File: src/rtl/msel_pkg.sv
package msel_pkg;
  localparam int NUM_DIR = 4;
  localparam int P_N = 0;
  localparam int P_E = 1;
  localparam int P_S = 2;
  localparam int P_W = 3;
  localparam int P_L = 4;

  typedef logic [2:0] port_t;

  function automatic int dir_dx(int p);
    return (p == P_E) ? 1 : ((p == P_W) ? -1 : 0);
  endfunction

  function automatic int dir_dy(int p);
    return (p == P_N) ? 1 : ((p == P_S) ? -1 : 0);
  endfunction

  function automatic int iabs(int v);
    return (v < 0) ? -v : v;
  endfunction
endpackage

File: src/rtl/msel_cost_bank.sv
module msel_cost_bank
  import msel_pkg::*;
#(
  parameter int COST_W = 4
) (
  input  logic                              clk,
  input  logic                              rst_n,
  input  logic [NUM_DIR-1:0][COST_W-1:0]    cost_in,
  input  logic [NUM_DIR-1:0]                cost_stb,
  output logic [NUM_DIR-1:0][COST_W-1:0]    cost_d,
  output logic [NUM_DIR-1:0][COST_W-1:0]    cost_q
);
  always_comb begin
    for (int i = 0; i < NUM_DIR; i++) begin
      cost_d[i] = cost_stb[i] ? cost_in[i] : cost_q[i];
    end
  end

  always_ff @(posedge clk or negedge rst_n) begin
    if (!rst_n) begin
      cost_q <= '0;
    end else begin
      cost_q <= cost_d;
    end
  end

  for (genvar gi = 0; gi < NUM_DIR; gi++) begin : g_chk
    // a strobed cost is held from the next edge on
    p_cost_capture_r8: assert property (@(posedge clk) disable iff (!rst_n)
      cost_stb[gi] |=> cost_q[gi] == $past(cost_in[gi]));
    // an unstrobed cost keeps its value
    p_cost_hold_r8: assert property (@(posedge clk) disable iff (!rst_n)
      !cost_stb[gi] |=> $stable(cost_q[gi]));
  end
endmodule

File: src/rtl/msel_subnet_table.sv
module msel_subnet_table
  import msel_pkg::*;
#(
  parameter int MESH_X   = 8,
  parameter int MESH_Y   = 8,
  parameter int CW       = 3,
  parameter int COST_W   = 4,
  parameter int SUB_R    = 2,
  parameter int HOP_COST = 2,
  localparam int SUB_D   = 2 * SUB_R + 1,
  localparam int NE      = SUB_D * SUB_D,
  localparam int ACC_W   = COST_W + $clog2(HOP_COST * (2 * SUB_D) + 1) + 1
) (
  input  logic                           clk,
  input  logic                           rst_n,
  input  logic [CW-1:0]                  my_x,
  input  logic [CW-1:0]                  my_y,
  input  logic [NUM_DIR-1:0][COST_W-1:0] cost_d,
  input  logic                           build_en,
  output port_t [NE-1:0]                 entry_q
);
  logic [NUM_DIR-1:0] dir_ok;
  port_t [NE-1:0]     entry_d;

  always_comb begin
    dir_ok[P_N] = (my_y != CW'(MESH_Y - 1));
    dir_ok[P_E] = (my_x != CW'(MESH_X - 1));
    dir_ok[P_S] = (my_y != '0);
    dir_ok[P_W] = (my_x != '0);
  end

  for (genvar gx = 0; gx < SUB_D; gx++) begin : g_x
    for (genvar gy = 0; gy < SUB_D; gy++) begin : g_y
      localparam int OX  = gx - SUB_R;
      localparam int OY  = gy - SUB_R;
      localparam int IDX = gx * SUB_D + gy;
      if (OX == 0 && OY == 0) begin : g_self
        assign entry_d[IDX] = port_t'(P_L);
      end else begin : g_ent
        logic [ACC_W-1:0] best_c;
        logic [ACC_W-1:0] cand_c;
        logic             found;
        always_comb begin
          entry_d[IDX] = port_t'(P_L);
          best_c = '1;
          cand_c = '1;
          found  = 1'b0;
          for (int p = 0; p < NUM_DIR; p++) begin
            cand_c = ACC_W'(cost_d[p]) +
                     ACC_W'(HOP_COST * (iabs(OX - dir_dx(p)) + iabs(OY - dir_dy(p))));
            if (dir_ok[p] && (!found || cand_c < best_c)) begin
              best_c       = cand_c;
              entry_d[IDX] = port_t'(p);
              found        = 1'b1;
            end
          end
        end
      end
    end
  end

  always_ff @(posedge clk or negedge rst_n) begin
    if (!rst_n) begin
      entry_q <= '0;
    end else if (build_en) begin
      entry_q <= entry_d;
    end
  end
endmodule

File: src/rtl/msel_port_pick.sv
module msel_port_pick
  import msel_pkg::*;
#(
  parameter int CW      = 3,
  parameter int COST_W  = 4,
  parameter int SUB_R   = 2,
  localparam int SUB_D  = 2 * SUB_R + 1,
  localparam int NE     = SUB_D * SUB_D,
  localparam int IDX_W  = $clog2(NE)
) (
  input  logic                           clk,
  input  logic                           rst_n,
  input  logic [CW-1:0]                  my_x,
  input  logic [CW-1:0]                  my_y,
  input  logic                           req_vld,
  input  logic [CW-1:0]                  req_x,
  input  logic [CW-1:0]                  req_y,
  input  logic                           primed,
  input  logic [NUM_DIR-1:0][COST_W-1:0] cost_q,
  input  port_t [NE-1:0]                 entry_q,
  output logic [NUM_DIR:0]               grant
);
  logic signed [CW:0] dxs, dys;
  int                 dx, dy;
  logic               in_sub;
  logic [NUM_DIR-1:0] prod;
  logic [IDX_W-1:0]   idx;
  logic [COST_W-1:0]  best_c;
  logic               found;
  logic [NUM_DIR-1:0] greedy;

  always_comb begin
    dxs    = $signed({1'b0, req_x}) - $signed({1'b0, my_x});
    dys    = $signed({1'b0, req_y}) - $signed({1'b0, my_y});
    dx     = int'(dxs);
    dy     = int'(dys);
    in_sub = (iabs(dx) <= SUB_R) && (iabs(dy) <= SUB_R);
    idx    = IDX_W'((dx + SUB_R) * SUB_D + (dy + SUB_R));
    prod[P_N] = (dy > 0);
    prod[P_E] = (dx > 0);
    prod[P_S] = (dy < 0);
    prod[P_W] = (dx < 0);
  end

  always_comb begin
    greedy = '0;
    best_c = '1;
    found  = 1'b0;
    for (int p = 0; p < NUM_DIR; p++) begin
      if (prod[p] && (!found || cost_q[p] < best_c)) begin
        best_c = cost_q[p];
        greedy = NUM_DIR'(1) << p;
        found  = 1'b1;
      end
    end
  end

  always_comb begin
    if (!req_vld) begin
      grant = '0;
    end else if (dx == 0 && dy == 0) begin
      grant = (NUM_DIR + 1)'(1) << P_L;
    end else if (primed && in_sub) begin
      grant = (NUM_DIR + 1)'(1) << entry_q[idx];
    end else begin
      grant = {1'b0, greedy};
    end
  end

  // idle requests grant nothing, live ones exactly one port
  p_idle_r1: assert property (@(posedge clk) disable iff (!rst_n)
    !req_vld |-> grant == '0);
  p_onehot_r1: assert property (@(posedge clk) disable iff (!rst_n)
    req_vld |-> $countones(grant) == 1);
  // self-addressed flits leave on the local port
  p_local_r2: assert property (@(posedge clk) disable iff (!rst_n)
    (req_vld && req_x == my_x && req_y == my_y) |-> grant[P_L]);
  // outside the window only distance-reducing directions are used
  p_productive_r6: assert property (@(posedge clk) disable iff (!rst_n)
    (req_vld && !in_sub) |-> (grant & ~{1'b0, prod}) == '0);
endmodule

File: src/rtl/mesh_port_selector.sv
module mesh_port_selector
  import msel_pkg::*;
#(
  parameter int MESH_X   = 8,
  parameter int MESH_Y   = 8,
  parameter int CW       = 3,
  parameter int COST_W   = 4,
  parameter int SUB_R    = 2,
  parameter int HOP_COST = 2,
  localparam int NE      = (2 * SUB_R + 1) * (2 * SUB_R + 1)
) (
  input  logic                              clk,
  input  logic                              rst_n,
  input  logic [CW-1:0]                     my_x,
  input  logic [CW-1:0]                     my_y,
  input  logic [NUM_DIR-1:0][COST_W-1:0]    link_cost_in,
  input  logic [NUM_DIR-1:0]                link_cost_stb,
  input  logic                              req_vld,
  input  logic [CW-1:0]                     req_x,
  input  logic [CW-1:0]                     req_y,
  output logic [NUM_DIR:0]                  grant
);
  logic                           rst_meta, rst_sync_n;
  logic                           primed_q;
  logic                           build_en;
  logic [NUM_DIR-1:0][COST_W-1:0] cost_d, cost_q;
  port_t [NE-1:0]                 entry_q;

  always_ff @(posedge clk or negedge rst_n) begin
    if (!rst_n) begin
      rst_meta   <= 1'b0;
      rst_sync_n <= 1'b0;
    end else begin
      rst_meta   <= 1'b1;
      rst_sync_n <= rst_meta;
    end
  end

  always_ff @(posedge clk or negedge rst_sync_n) begin
    if (!rst_sync_n) begin
      primed_q <= 1'b0;
    end else begin
      primed_q <= 1'b1;
    end
  end

  assign build_en = (|link_cost_stb) || !primed_q;

  msel_cost_bank #(.COST_W(COST_W)) u_bank (
    .clk      (clk),
    .rst_n    (rst_sync_n),
    .cost_in  (link_cost_in),
    .cost_stb (link_cost_stb),
    .cost_d   (cost_d),
    .cost_q   (cost_q)
  );

  msel_subnet_table #(
    .MESH_X(MESH_X), .MESH_Y(MESH_Y), .CW(CW), .COST_W(COST_W),
    .SUB_R(SUB_R), .HOP_COST(HOP_COST)
  ) u_table (
    .clk      (clk),
    .rst_n    (rst_sync_n),
    .my_x     (my_x),
    .my_y     (my_y),
    .cost_d   (cost_d),
    .build_en (build_en),
    .entry_q  (entry_q)
  );

  msel_port_pick #(.CW(CW), .COST_W(COST_W), .SUB_R(SUB_R)) u_pick (
    .clk     (clk),
    .rst_n   (rst_sync_n),
    .my_x    (my_x),
    .my_y    (my_y),
    .req_vld (req_vld),
    .req_x   (req_x),
    .req_y   (req_y),
    .primed  (primed_q),
    .cost_q  (cost_q),
    .entry_q (entry_q),
    .grant   (grant)
  );

  // no grant toward a missing neighbour
  p_no_offedge_r7: assert property (@(posedge clk) disable iff (!rst_sync_n)
    !((grant[P_N] && my_y == CW'(MESH_Y - 1)) || (grant[P_S] && my_y == '0) ||
      (grant[P_E] && my_x == CW'(MESH_X - 1)) || (grant[P_W] && my_x == '0)));
endmodule

File: config.mk
export PLATFORM = sky130hd
export DESIGN_NAME = mesh_port_selector
export DESIGN_NICKNAME = d
export VERILOG_FILES = /design/src/rtl/msel_pkg.sv /design/src/rtl/msel_cost_bank.sv /design/src/rtl/msel_subnet_table.sv /design/src/rtl/msel_port_pick.sv /design/src/rtl/mesh_port_selector.sv
export SDC_FILE = /design/constraint.sdc
export NUM_CORES = 1
export LEC_CHECK = 0
export BUFFER_PORTS_ARGS = -buffer_cell sky130_fd_sc_hd__buf_2
export CORE_ASPECT_RATIO = 0.6
export CORE_MARGIN = 5
export CORE_UTILIZATION = 52
export DETAILED_ROUTE_END_ITERATION = 6
export GPL_ROUTABILITY_DRIVEN = 1
export PLACE_DENSITY_LB_ADDON = 0.1
export SLEW_MARGIN = 20
export SYNTH_ARGS = -nofsm -noshare
export SYNTH_HDL_FRONTEND = slang
export SYNTH_HIERARCHICAL = 1
export SYNTH_SLANG_ARGS = --single-unit
File: constraint.sdc
create_clock -name clk -period 5.5 [get_ports clk]
set_clock_uncertainty 0.05 [all_clocks]
set_input_delay 0.275 -clock clk [delete_from_list [all_inputs] [get_ports clk]]
set_output_delay 0.275 -clock clk [all_outputs]
set_load 0.02 [all_outputs]
== Word-level counts from Yosys, hierarchy flattened ==
Cells that the tools add are included.

* Register bits after elaboration: 80
* Input port bits: 35
* Word-level logic and storage cells: 415

* $add $sub $neg: 27
* Multipliers: 1
* Order comparisons: 61
* Equal/unequal tests: 2
* Shift-type cells: 1
* Muxes and demuxes: 142
* Reduce and logical (&&, ||, !) cells: 153

{| class="wikitable"
|+ Operators with widths
! operator !! number
|-
| $lt 10x10->1 || 48
|-
| $mux 10 || 37
|-
| $mux 3 || 54
|-
| $le 32x3->1 const B || 2
|-
| $logic_not 32->1 || 2
|-
| $mux 32 || 2
|-
| $neg 4->32 || 2
|-
| $logic_and 1x1->1 || 57
|-
| $logic_or 1x1->1 || 55
|-
| $add 4x3->5 const B || 10
|-
| $add 4x4->5 const B || 8
|-
| $logic_not 1->1 || 36
|-
| $mux 1 || 36
|-
| $mul 32x4->5 const B || 1
|-
| $mux 4 || 8
|-
| $lt 4x10->1 || 3
|-
| $add 4x2->5 const B || 4
|-
| $bmux 3 s5 || 1
|-
| $mux 5 || 3
|-
| $lt 4x4->1 || 3
|-
| $gt 4x1->1 const B || 2
|-
| $lt 4x1->1 const B || 2
|-
| $sub 3x3->4 || 2
|-
| $lt 5x6->1 const B || 1
|-
| other kinds (6) || 8
|}

== Depth between registers and ports, before layout ==
Gate-level depths: netlist (run 1).

* Depth after elaboration: 18
* Gate-level depth with buffers: 30

== Cells and area by module ==
Netlist (run 1), hierarchy kept.

{| class="wikitable"
|+ By module, submodules not included
! module !! instances !! cells an instance !! area an instance (sq um)
|-
| msel_subnet_table || 1 || 1157 || 8897.3
|-
| msel_port_pick || 1 || 191 || 1833.0
|-
| msel_cost_bank || 1 || 32 || 580.6
|-
| mesh_port_selector || 1 || 6 || 88.8
|}

== Worst setup path before layout (run 1) ==
OpenSTA, ideal clock, no wires.

* Kind: input -> register
* From: input port my_y[0]
* To: register u_table/entry_q[52] (netlist bit)
* Arrival: 5.824 ns
* Data required time: 5.385 ns
* Path slack: -0.439 ns
* Stages on the path: 27
* Buffers on the path: 2
* Cell sequence: nand3_1 clkbuf_1 buf_1 nand2_1 inv_1 ha_1 a21boi_1 o22ai_1 a21oi_1 o21ai_0 nand2_1 o21ai_0 ha_1 a21o_1 a21o_1 a21oi_1 o21ai_0 a21oi_1 mux2_2 ha_1 a21o_1 a211o_1 nor3_1 o21ai_0 or3b_2 o21ai_0 a211o_1

* Word-level cells in the longest chain between the ends: 14
* Elaborated cells on any way between the ends: 23

{| class="wikitable"
|+ Ends and longest elaborated chain
! what !! line !! RTL
|-
| from (decl) || mesh_port_selector.sv:15 || <nowiki>input logic [CW-1:0] my_y,</nowiki>
|-
| $ne 3x3->1 || msel_subnet_table.sv:26 || <nowiki>dir_ok[P_N] = (my_y != CW'(MESH_Y - 1));</nowiki>
|-
| $mux 10 / $mux 1 (equally long branches) || msel_subnet_table.sv:51 || <nowiki>if (dir_ok[p] && (!found || cand_c < best_c)) begin</nowiki>
|-
| $lt 4x10->1 / $logic_not 1->1 (equally long branches) || msel_subnet_table.sv:51 ||
|-
| $logic_or 1x1->1 || msel_subnet_table.sv:51 ||
|-
| $logic_and 1x1->1 || msel_subnet_table.sv:51 ||
|-
| $mux 10 / $mux 1 (equally long branches) || msel_subnet_table.sv:51 ||
|-
| $lt 10x10->1 / $logic_not 1->1 (equally long branches) || msel_subnet_table.sv:51 ||
|-
| $logic_or 1x1->1 || msel_subnet_table.sv:51 ||
|-
| $logic_and 1x1->1 || msel_subnet_table.sv:51 ||
|-
| $mux 10 / $mux 1 (equally long branches) || msel_subnet_table.sv:51 ||
|-
| $lt 10x10->1 / $logic_not 1->1 (equally long branches) || msel_subnet_table.sv:51 ||
|-
| $logic_or 1x1->1 || msel_subnet_table.sv:51 ||
|-
| $logic_and 1x1->1 || msel_subnet_table.sv:51 ||
|-
| $mux 3 * || msel_subnet_table.sv:51 ||
|-
| to (signal assigned) || msel_subnet_table.sv:66 || <nowiki>entry_q <= entry_d;</nowiki>
|-
| to (decl) || msel_subnet_table.sv:20 || <nowiki>output port_t [NE-1:0] entry_q</nowiki>
|}

Mark *: on every way between the ends. The rest lies on a longest branch, timed or not.
A chain may end at the register's enable or synchronous reset.

== Worst setup path in the final report (run 1) ==
* From: input port req_y[0]
* To: output port grant[3]

* Word-level cells in the longest chain between the ends: 18
* Elaborated cells on any way between the ends: 37

{| class="wikitable"
|+ Ends and longest elaborated chain
! what !! line !! RTL
|-
| from (decl) || mesh_port_selector.sv:20 || <nowiki>input logic [CW-1:0] req_y,</nowiki>
|-
| $sub 3x3->4 * || msel_port_pick.sv:34 || <nowiki>dys = $signed({1'b0, req_y}) - $signed({1'b0, my_y});</nowiki>
|-
| $gt 4x1->1 || msel_port_pick.sv:39 || <nowiki>prod[P_N] = (dy > 0);</nowiki>
|-
| $mux 4 / $mux 1 (equally long branches) || msel_port_pick.sv:50 || <nowiki>if (prod[p] && (!found || cost_q[p] < best_c)) begin</nowiki>
|-
| $lt 4x4->1 / $logic_not 1->1 (equally long branches) || msel_port_pick.sv:50 ||
|-
| $logic_or 1x1->1 || msel_port_pick.sv:50 ||
|-
| $logic_and 1x1->1 || msel_port_pick.sv:50 ||
|-
| $mux 4 / $mux 1 (equally long branches) || msel_port_pick.sv:50 ||
|-
| $lt 4x4->1 / $logic_not 1->1 (equally long branches) || msel_port_pick.sv:50 ||
|-
| (+2 left out) || - ||
|-
| $mux 4 / $mux 1 (equally long branches) || msel_port_pick.sv:50 ||
|-
| $lt 4x4->1 / $logic_not 1->1 (equally long branches) || msel_port_pick.sv:50 ||
|-
| $logic_or 1x1->1 || msel_port_pick.sv:50 ||
|-
| $logic_and 1x1->1 || msel_port_pick.sv:50 ||
|-
| $mux 4 || msel_port_pick.sv:50 ||
|-
| $mux 5 || msel_port_pick.sv:63 || <nowiki>end else if (primed && in_sub) begin</nowiki>
|-
| $mux 5 * || msel_port_pick.sv:61 || <nowiki>end else if (dx == 0 && dy == 0) begin</nowiki>
|-
| $mux 5 * || msel_port_pick.sv:59 || <nowiki>if (!req_vld) begin</nowiki>
|-
| to (decl) || mesh_port_selector.sv:21 || <nowiki>output logic [NUM_DIR:0] grant</nowiki>
|}

Mark *: on every way between the ends. The rest lies on a longest branch, timed or not. The select of a mux whose other input is x is not followed.

==> run_results.csv, run 1 <==
group,metric,value,unit
outcome,outcome,"finished, violations left",
outcome,violations,"negative setup slack",
place,dpl.hpwl,36400,um
die,fp-row-count,42,
critical_path,crit_start,"req_y[0]",
synth,yosysUniqueCellTypes,97,
grt,use_met3,0.169,
cts,clk_pin_slew_worst_paths,0.05,ns
timing,setup_viol_count_final,3,
synth,synth_area,11400,um^2
route,ant_nets,0,
grt,grt_pass1_vias,11300,
die,ios,40,
timing,slew-limit-headroom,0.254,
grt,grt_overflow,0,
synth,syn_area_per_cell,8.22,um^2
job,maxCapViolations,0,
route,drt-total-wl,48000,um
timing,fmax,172,MHz
pwr,p_clk_frac,0.091,
route,wl_per_cell,24.5,um
grt,gr-usage-met2,0.454,
pwr,swShare,0.478,
synth,syn_inst,1386,
grt,antenna_found_initial,0,
layout,nets,1910,
synth,ys_warn_count,6,
die,dieArea,25100,um^2
die,initial_core_util,0.523,
critical_path,cp_common_cell,"inv_2",
layout,final_cell_mix,"313 x buf_4, 183 x ha_1, 119 x nor2_1",
route,via_per_inst,6.42,
timing,layout_setup_ws,-0.298,ns
timing,worst-slew-pin-transition,1.11,ns
pwr,switchingPower,3.42,mW
pwr,power,7.17,mW
layout,num_antenna_cells,0,
grt,busiest_layer,"met1",
grt,grt_max_degree,62,
critical_path,max_stage_delay,0.51,ns
cts,htreeDepth,3,
timing,hold_viol,0,
timing,drv_slew,0,
critical_path,ff2ff_setup_slack,0.09,ns
critical_path,reg2reg_depth,28,
cts,clock_latency,0.35,ns
grt,grt_usage,0.357,
layout,layout_commonest_cell,"buf_4",
route,drc_errors,0,
synth,ys_ff_latch,63,
critical_path,crit_fanout,5,
pwr,ir_drop,294,uV
cts,cts_made_buffers,9,
place,gp_congestion,1.02,
critical_path,cp_data_arrival_time,5.47,ns
route,drtIter0Drc,1459,
synth,synthArstFlopShare,1.00,
pwr,seqPwrFrac,0.103,
cts,cts_tree,"built",
timing,period_needed,5.80,ns
timing,rsz0062_at_grt,"true",
critical_path,cp-end-kind,"output pin",
critical_path,criticalPathCategory,"in -> out",
critical_path,r2r-start,"u_bank/cost_q[2]$_DFF_PN0_",
die,fp.dieW,201,um
pwr,p_int,3.74,mW
route,vias,12600,
synth,ys.flop_type,"dfrtp_1",
timing,finalCritPeriodShare,1.05,
synth,synth-edff-count,0,
die,die_y,125,um
critical_path,crit_end,"grant[3]",
cts,cts_buffer_depth,2,
critical_path,rr_endpoint,"u_table/entry_q[58]$_DFFE_PN0P_",
place,dp_slack,-0.396,ns
timing,holdWs,0.190,ns
critical_path,start_kind,"input pin",
route,drt_first_pass_iters,5,
grt,grt_pass1_wl,69600,um
critical_path,cp.required,5.18,ns
grt,gr-usage-met1,0.546,
hold_path,hold_class,"in -> async",
timing,finalSetupTns,-0.747,ns
synth,yosysSeqAreaShare,0.138,
pwr,power_density,478,nW/um^2
cts,cts_root_buf,"clkbuf_16",
pwr,combPwrFrac,0.805,
layout,syn_to_final_growth,31.6,%
layout,n_fill_cell,1799,
pwr,leakage,7.18,nW
place,io_buffers,39,
critical_path,slowest_stage,"fa_1",
cts,cts_sinks,63,
layout,layout-drive-gt1-share,0.358,
die,core_area,21800,um^2
metrics by stage:
step	cells	utilization	cell area, um^2
2_1_floorplan	1388	-	11500
3_3_place_gp	1902	0.623	13600
3_5_place_dp	1902	0.623	13600
4_1_cts	1929	0.648	14100
5_1_grt	1960	0.688	15000
6_report	1960	0.688	15000
cells by family (layout without fill, tap and decap cells):
logic type                 after synthesis  after routing  synth area share
DFF                                     63             63             0.138
other                                    2              4          0.000659
AOI/OAI and AO/OA                      448            448             0.270
muxes                                  101            101             0.118
adders and majority gates              206            206             0.228
xor gates and xnor gates                22             22            0.0212
and+or+nand+nor                        386            386             0.158
buffers and inverters                  158            444            0.0661
worst max-delay path, delay by kind of cell:
family | cells | cell delay, ns
compound gates | 10 | 1.97
simple gates | 7 | 0.91
fa+ha+maj | 6 | 1.66
buf+inv | 8 | 0.64
layout make-up:
cell class                      count  area (um^2)  area share
Tap cell                          286          358      0.0238
Multi-Input combinational cell   1167         9850       0.656
Sequential cell                    63         1580       0.105
Clock buffer                       11          253      0.0168
Clock inverter                      3         67.6     0.00450
Timing Repair Buffer              357         2620       0.175
Inverter                           73          280      0.0187
worst min path at each step:
stage          startpoint                    to  slack, ns
2_1_floorplan       rst_n    rst_meta$_DFF_PN0_      -0.07
3_3_place_gp        rst_n    rst_meta$_DFF_PN0_       0.01
3_5_place_dp        rst_n    rst_meta$_DFF_PN0_       0.01
4_1_cts             rst_n  rst_sync_n$_DFF_PN0_       0.18
5_1_grt             rst_n  rst_sync_n$_DFF_PN0_       0.19
6_report            rst_n    rst_meta$_DFF_PN0_       0.19
layer usage:
layer,vias to the layer above,part of all wire
li1,5766,-
met1,5895,0.46
met2,850,0.37
met3,75,0.16
met4,0,0.015
met5,-,0
flip-flops by register name (all words and copies together), names as in the netlist:
register,flops
rst_meta,1
rst_sync_n,1
u_table/entry_q,44
u_bank/cost_q,16
primed_q,1
power groups by stage:
stage	sequential, mW	combinational (mW)	clock, mW
global route	0.751	6.16	0.680
global placement	0.739	4.85	0
floorplan	0.678	3.16	0
detailed placement	0.738	4.97	0
CTS	0.733	5.08	0.657
finish	0.740	5.77	0.655
timing repair:
action	CTS	global route
hold buffers	1	0
pin swaps	22	56
endpoints found under the hold margin	2	0
resized for setup	41	159
setup endpoints to repair	20	43
buffers inserted	12	31
synthesized netlist by cell type (7+ instances only):
master     instances  share of area
nand2b_1          18         0.0099
o22ai_1            8         0.0044
nor2_1           126          0.041
ha_1             200           0.22
a211o_1           18          0.014
a21o_1            46          0.030
and3_1             9         0.0049
o21ai_1           10         0.0044
o21ai_0           90          0.040
o21a_1            16          0.011
o2111ai_1         13          0.010
o211ai_1          14         0.0092
dfrtp_1           63           0.14
inv_1             72          0.024
xnor2_1           10         0.0077
a21oi_1          101          0.044
a21boi_0           9         0.0059
xor2_1             7         0.0054
a41oi_1            7         0.0054
mux2i_1           33          0.029
buf_4             32          0.021
a211oi_1          15         0.0099
mux4_2            13          0.026
nor2b_1           11         0.0060
nand3_1           27          0.012
a31oi_1           16         0.0088
nor3_1            22         0.0097
clkbuf_1          40          0.013
and2_1             8         0.0044
mux2_2            48          0.047
nand4_1           21          0.012
nand2_1          111          0.037
(Power assumes the default switching activity.)
==> run 2, diff against run 1 <==
- CORE_ASPECT_RATIO: 0.6 -> 1.2
==> run 2 against run 1 <==
Effect of this change:
- the run still ends with negative setup slack left
- wire length decreased by 5.4%
- first-iteration DRC count down 31%
- sequential cell count unchanged
- non-clock buffer count down 24
- critical path depth stayed put
- worst setup slack gained 0.086 ns
- cell count down 1.7%
- hold slack better by 0.0067 ns
- fmax increased by 1.5%
- clock-buffer cell count is 1 higher
- largest cell class unchanged
==> run_results.csv, run 2 (same netlist as run 1, synthesis figures left out) <==
group,metric,value,unit
outcome,outcome,"finished, violations left",
die,core_area,21600,um^2
die,fp-row-count,59,
place,gp_congestion,1.00,
pwr,p_clk_frac,0.087,
die,ios,40,
critical_path,crit_start,"req_y[0]",
grt,grt_overflow,0,
place,dp.cells,1874,
pwr,p_int,3.61,mW
timing,finalCritPeriodShare,1.04,
pwr,power,6.79,mW
pwr,switchingPower,3.18,mW
timing,hold_viol,0,
grt,grt_usage,0.351,
critical_path,crit_end,"grant[3]",
layout,largest_register_ffs,44,
critical_path,cp.required,5.18,ns
die,die_y,172,um
timing,slew-limit-headroom,0.218,
route,wl_per_cell,23.5,um
pwr,leakage,7.09,nW
cts,clock_latency,0.34,ns
timing,finalSetupTns,-0.542,ns
layout,syn_to_final_growth,30.1,%
critical_path,max_stage_delay,0.46,ns
critical_path,slowest_stage,"fa_1",
timing,rsz0062_at_grt,"true",
critical_path,criticalPathCategory,"in -> out",
critical_path,start_kind,"input pin",
hold_path,hold_class,"in -> async",
pwr,combPwrFrac,0.802,
timing,layout_setup_ws,-0.213,ns
pwr,seqPwrFrac,0.111,
critical_path,rr_endpoint,"u_table/entry_q[31]$_DFFE_PN0P_",
layout,final_cell_mix,"281 x buf_4, 183 x ha_1, 122 x nor2_1",
die,initial_core_util,0.527,
layout,reg.largest.list,"u_table/entry_q (44), u_bank/cost_q (16)",
grt,grt_max_degree,62,
cts,cts_made_buffers,9,
layout,fin_area,14800,um^2
cts,cts_sinks,63,
place,io_buffers,39,
timing,drv_slew,0,
place,dpl.hpwl,35100,um
layout,stdcell_count,1926,
critical_path,path_delay_family,"compound AO/OA/AOI/OAI gates",
layout,top_register,"u_table/entry_q",
layout,num_antenna_cells,0,
job,maxCapViolations,0,
cts,clk_pin_slew_worst_paths,0.06,ns
outcome,violations,"negative setup slack",
grt,antenna_found_initial,2,
timing,holdWs,0.197,ns
pwr,ir_drop,389,uV
grt,grt_pass1_vias,12200,
route,drc_errors,0,
die,fp.dieW,145,um
timing,period_needed,5.71,ns
timing,worst-slew-pin-transition,1.16,ns
pwr,power_density,458,nW/um^2
critical_path,crit_fanout,5,
grt,grt_pass1_wl,68400,um
timing,fmax,175,MHz
cts,htreeDepth,3,
route,ant_nets,0,
route,drt_first_pass_iters,5,
critical_path,cp_data_arrival_time,5.39,ns
layout,layout-drive-gt1-share,0.341,
route,vias,12400,
die,dieArea,25000,um^2
critical_path,path_buf_inv,8,
timing,setup_viol_count_final,3,
place,postPlaceCellArea,13500,um^2
critical_path,ff2ff_setup_slack,0.16,ns
route,drt-total-wl,45400,um
cts,cts_buffer_depth,2,
critical_path,r2r-start,"u_bank/cost_q[6]$_DFF_PN0_",
pwr,swShare,0.468,
route,drtIter0Drc,1007,
cts,cts_tree,"built",
critical_path,reg2reg_depth,27,
critical_path,cp-end-kind,"output pin",
layout,nets,1886,
critical_path,path_depth,31,
route,via_per_inst,6.44,
layout,layout_commonest_cell,"buf_4",
cts,cts_root_buf,"clkbuf_16",
[run 2: worst register-to-register path, cell delays in order (launching register included)]
cell	delay (ns)
dfrtp_1	0.38
mux2_2	0.30
buf_4	0.16
buf_6	0.16
ha_2	0.23
a21o_1	0.19
ha_1	0.32
o21ai_1	0.14
o21a_1	0.18
a21oi_2	0.05
buf_4	0.15
a21oi_2	0.11
buf_4	0.16
inv_1	0.09
ha_4	0.23
a31oi_1	0.16
a21oi_1	0.06
mux2_2	0.29
a31o_2	0.27
a221oi_4	0.33
buf_4	0.17
a21oi_2	0.07
ha_1	0.31
a21o_1	0.18
a211oi_2	0.25
o21ai_1	0.10
nand2_1	0.08
o22a_1	0.11
[run 2: worst min-delay path by stage]
stage / endpoint / from
floorplan: rst_meta$_DFF_PN0_ / rst_n
global placement: rst_meta$_DFF_PN0_ / rst_n
detailed placement: rst_meta$_DFF_PN0_ / rst_n
CTS: rst_sync_n$_DFF_PN0_ / rst_n
global route: rst_meta$_DFF_PN0_ / rst_n
finish: rst_sync_n$_DFF_PN0_ / rst_n
[run 2: layout make-up]
cell class / instances / area (um^2)
inverters: 73 / 285
repair buffers: 333 / 2500
clock inverters: 4 / 55.1
clock buffers: 12 / 246
multi-input cells: 1167 / 9820
fillers: 1828 / 6800
well taps: 274 / 343
flip-flops and latches: 63 / 1580
[run 2: timing repair]
item / in CTS / in global routing
endpoints found under the setup margin: 28 / 42
gates resized for setup: 45 / 159
hold endpoints to repair: 2 / 0
buffers inserted: 11 / 25
hold buffers: 1 / 0
pin swaps: 28 / 81
[run 2: through the flow]
step	setup WS (ns)	utilization
final	-0.213	0.686
after CTS	-0.0901	0.647
after global routing	-0.446	0.686
after detailed placement	-0.379	0.623
after global placement	-0.300	0.623
after floorplan	0.00262	-
[run 2: power by group through the flow]
stage | Combinational, mW | Clock (mW) | Sequential [mW]
6_report | 5.44 | 0.592 | 0.753
5_1_grt | 5.92 | 0.622 | 0.762
4_1_cts | 4.93 | 0.599 | 0.748
3_5_place_dp | 4.81 | 0 | 0.752
3_3_place_gp | 4.71 | 0 | 0.749
2_1_floorplan | 3.16 | 0 | 0.678
[run 2: layer usage]
metal | vias up | share of wire | track usage | routed length [um]
met5 | - | 0.00015 | 0 | 7
met2 | 559 | 0.48 | 0.609 | 21600
met1 | 5942 | 0.38 | 0.393 | 17200
met4 | 2 | 0.080 | 0.254 | 3620
met3 | 179 | 0.064 | 0.0577 | 2920
li1 | 5731 | - | - | -
==> run 3, diff against run 2 <==
- clock period: 5.5 -> 7.41 ns (I/O delays scaled with it)
==> run 3 against run 2 <==
Effect of this change:
- the run now ends clean
- sequential cell count unchanged
- sequential share of layout area increased by 2.5 points
- combinational power decreased by 43%
- register-to-register slack improved by 0.73 ns
- clock power decreased by 26%
- worst setup slack improved by 0.83 ns
- non-clock buffer count decreased by 260
- clock-buffer cell count decreased by 1
- critical path depth decreased by 2
- die area unchanged
- wire length decreased by 8.4%
- critical path type unchanged
- largest cell class unchanged
==> run_results.csv, run 3 (same netlist as run 1, synthesis figures left out) <==
group,metric,value,unit
critical_path,cp-end-kind,"output pin",
die,initial_core_util,0.527,
cts,clock_latency,0.35,ns
place,dpl.hpwl,31400,um
cts,clk_pin_slew_worst_paths,0.06,ns
critical_path,cp_data_arrival_time,6.37,ns
timing,setup_viol_count_final,0,
timing,worst-slew-pin-transition,0.987,ns
cts,cts_buffer_depth,2,
timing,slew-limit-headroom,0.339,
grt,grt_max_degree,62,
cts,cts_sinks,63,
route,ant_nets,0,
timing,drv_slew,0,
layout,nets,1626,
grt,grt_usage,0.326,
layout,num_antenna_cells,0,
cts,cts_made_buffers,9,
die,die_y,172,um
place,dp_slack,0.677,ns
pwr,power,4.08,mW
grt,antenna_found_initial,1,
critical_path,slowest_stage,"fa_1",
pwr,ir_drop,333,uV
route,drtIter0Drc,1038,
die,core_area,21600,um^2
timing,rsz0062_at_grt,"false",
grt,grt_overflow,0,
layout,multi_input_area,9080,um^2
die,dieArea,25000,um^2
layout,stdcell_count,1666,
layout,n_fill_cell,2059,
layout,layout_commonest_cell,"ha_1",
die,fp-row-count,59,
pwr,power_density,339,nW/um^2
layout,largest_register_ffs,44,
cts,cts_root_buf,"clkbuf_16",
critical_path,r2r-start,"u_bank/cost_q[7]$_DFF_PN0_",
layout,ff_latch_area,1580,um^2
critical_path,ff2ff_setup_slack,0.89,ns
cts,post_cts_resized,0,
cts,cts_tree,"built",
timing,layout_setup_ws,0.618,ns
timing,hold_viol,0,
job,maxCapViolations,0,
critical_path,start_kind,"input pin",
route,wl_per_cell,24.9,um
critical_path,rr_endpoint,"u_table/entry_q[19]$_DFFE_PN0P_",
grt,grt_pass1_vias,11200,
place,io_buffers,39,
layout,layout-drive-gt1-share,0.132,
critical_path,cp_common_cell,"ha_1",
route,drc_errors,0,
layout,fin_area,12000,um^2
cts,htreeDepth,3,
route,vias,11300,
layout,top_register,"u_table/entry_q",
critical_path,crit_fanout,7,
critical_path,max_stage_delay,0.51,ns
outcome,outcome,"finished, final reports clean",
die,ios,40,
place,postPlaceCellArea,11700,um^2
timing,period_needed,6.79,ns
critical_path,reg2reg_depth,25,
place,gp_congestion,0.954,
layout,reg.largest.list,"u_table/entry_q (44), u_bank/cost_q (16)",
timing,finalSetupTns,0,ns
grt,grt_pass1_wl,63800,um
layout,syn_to_final_growth,5.44,%
place,dp.cells,1649,
timing,fmax,147,MHz
hold_path,hold_class,"in -> async",
timing,finalCritPeriodShare,0.917,
route,drt-total-wl,41500,um
die,fp.dieW,145,um
route,drt_first_pass_iters,5,
route,via_per_inst,6.76,
critical_path,criticalPathCategory,"in -> out",
pwr,leakage,5.66,nW
critical_path,cp.required,6.99,ns
layout,final_cell_mix,"200 x ha_1, 126 x nor2_1, 111 x nand2_1",
run 3: cell count changes in the layout (fill, tap and decap cells not counted), moves of 12 or more:
cell / change
ha_1: +17
a21oi_1: +14
o21ai_2: -12
o21ai_1: -19
o21ai_0: +35
ha_4: -12
buf_4: -248
a21oi_2: -13
buf_6: -12
run 3: final cells by class:
cell class,count,area share
sequential,63,0.131
inverter,73,0.0228
clock inverter,5,0.00479
clock buffer,11,0.0194
timing repair buffer,73,0.0377
tap,274,0.0285
multi-input combinational,1167,0.756
run 3: layer usage:
layer  vias up  track usage  share of wire
li1       5185            -              -
met1      5382        0.371           0.38
met2       526        0.573           0.48
met3       172       0.0396          0.063
met4         2        0.224          0.076
met5         -            0        0.00014
run 3: through the flow:
stage / util / hold slack (ns)
finish: 0.556 / 0.291
global route: 0.556 / 0.304
CTS: 0.556 / 0.286
detailed placement: 0.542 / 0.116
global placement: 0.542 / 0.117
floorplan: - / 0.0249
run 3: report_power, final:
part,internal (mW),switching [mW]
clock network,0.262,0.177
logic,1.30,1.78
registers,0.453,0.101
run 3: repair_timing:
| item | in CTS | in global routing |
|---|---|---|
| hold buffers | 1 | 0 |
| setup endpoints to repair | 0 | 0 |
| setup buffers | 0 | 0 |
| hold endpoints to repair | 2 | 0 |
run 3: worst max-delay path by stage:
| stage | startpoint | to | slack, ns | depth (start not counted) |
|---|---|---|---|---|
| global route | my_y[0] | grant[3] | 0.23 | 29 |
| floorplan | my_y[0] | u_table/entry_q[52]$_DFFE_PN0P_ | 1.38 | 27 |
| global placement | my_y[0] | grant[3] | 0.73 | 29 |
| CTS | my_y[0] | grant[3] | 0.64 | 29 |
| finish | my_y[0] | grant[3] | 0.62 | 29 |
| detailed placement | my_y[0] | grant[3] | 0.68 | 29 |
run 3: worst max-delay path: cells and delay by family:
kind / cells / cell delay (ns)
AOI/OAI and AO/OA: 10 / 2.23
buffers and inverters: 6 / 0.58
and+or+nand+nor: 7 / 1.44
adders and majority gates: 6 / 1.74
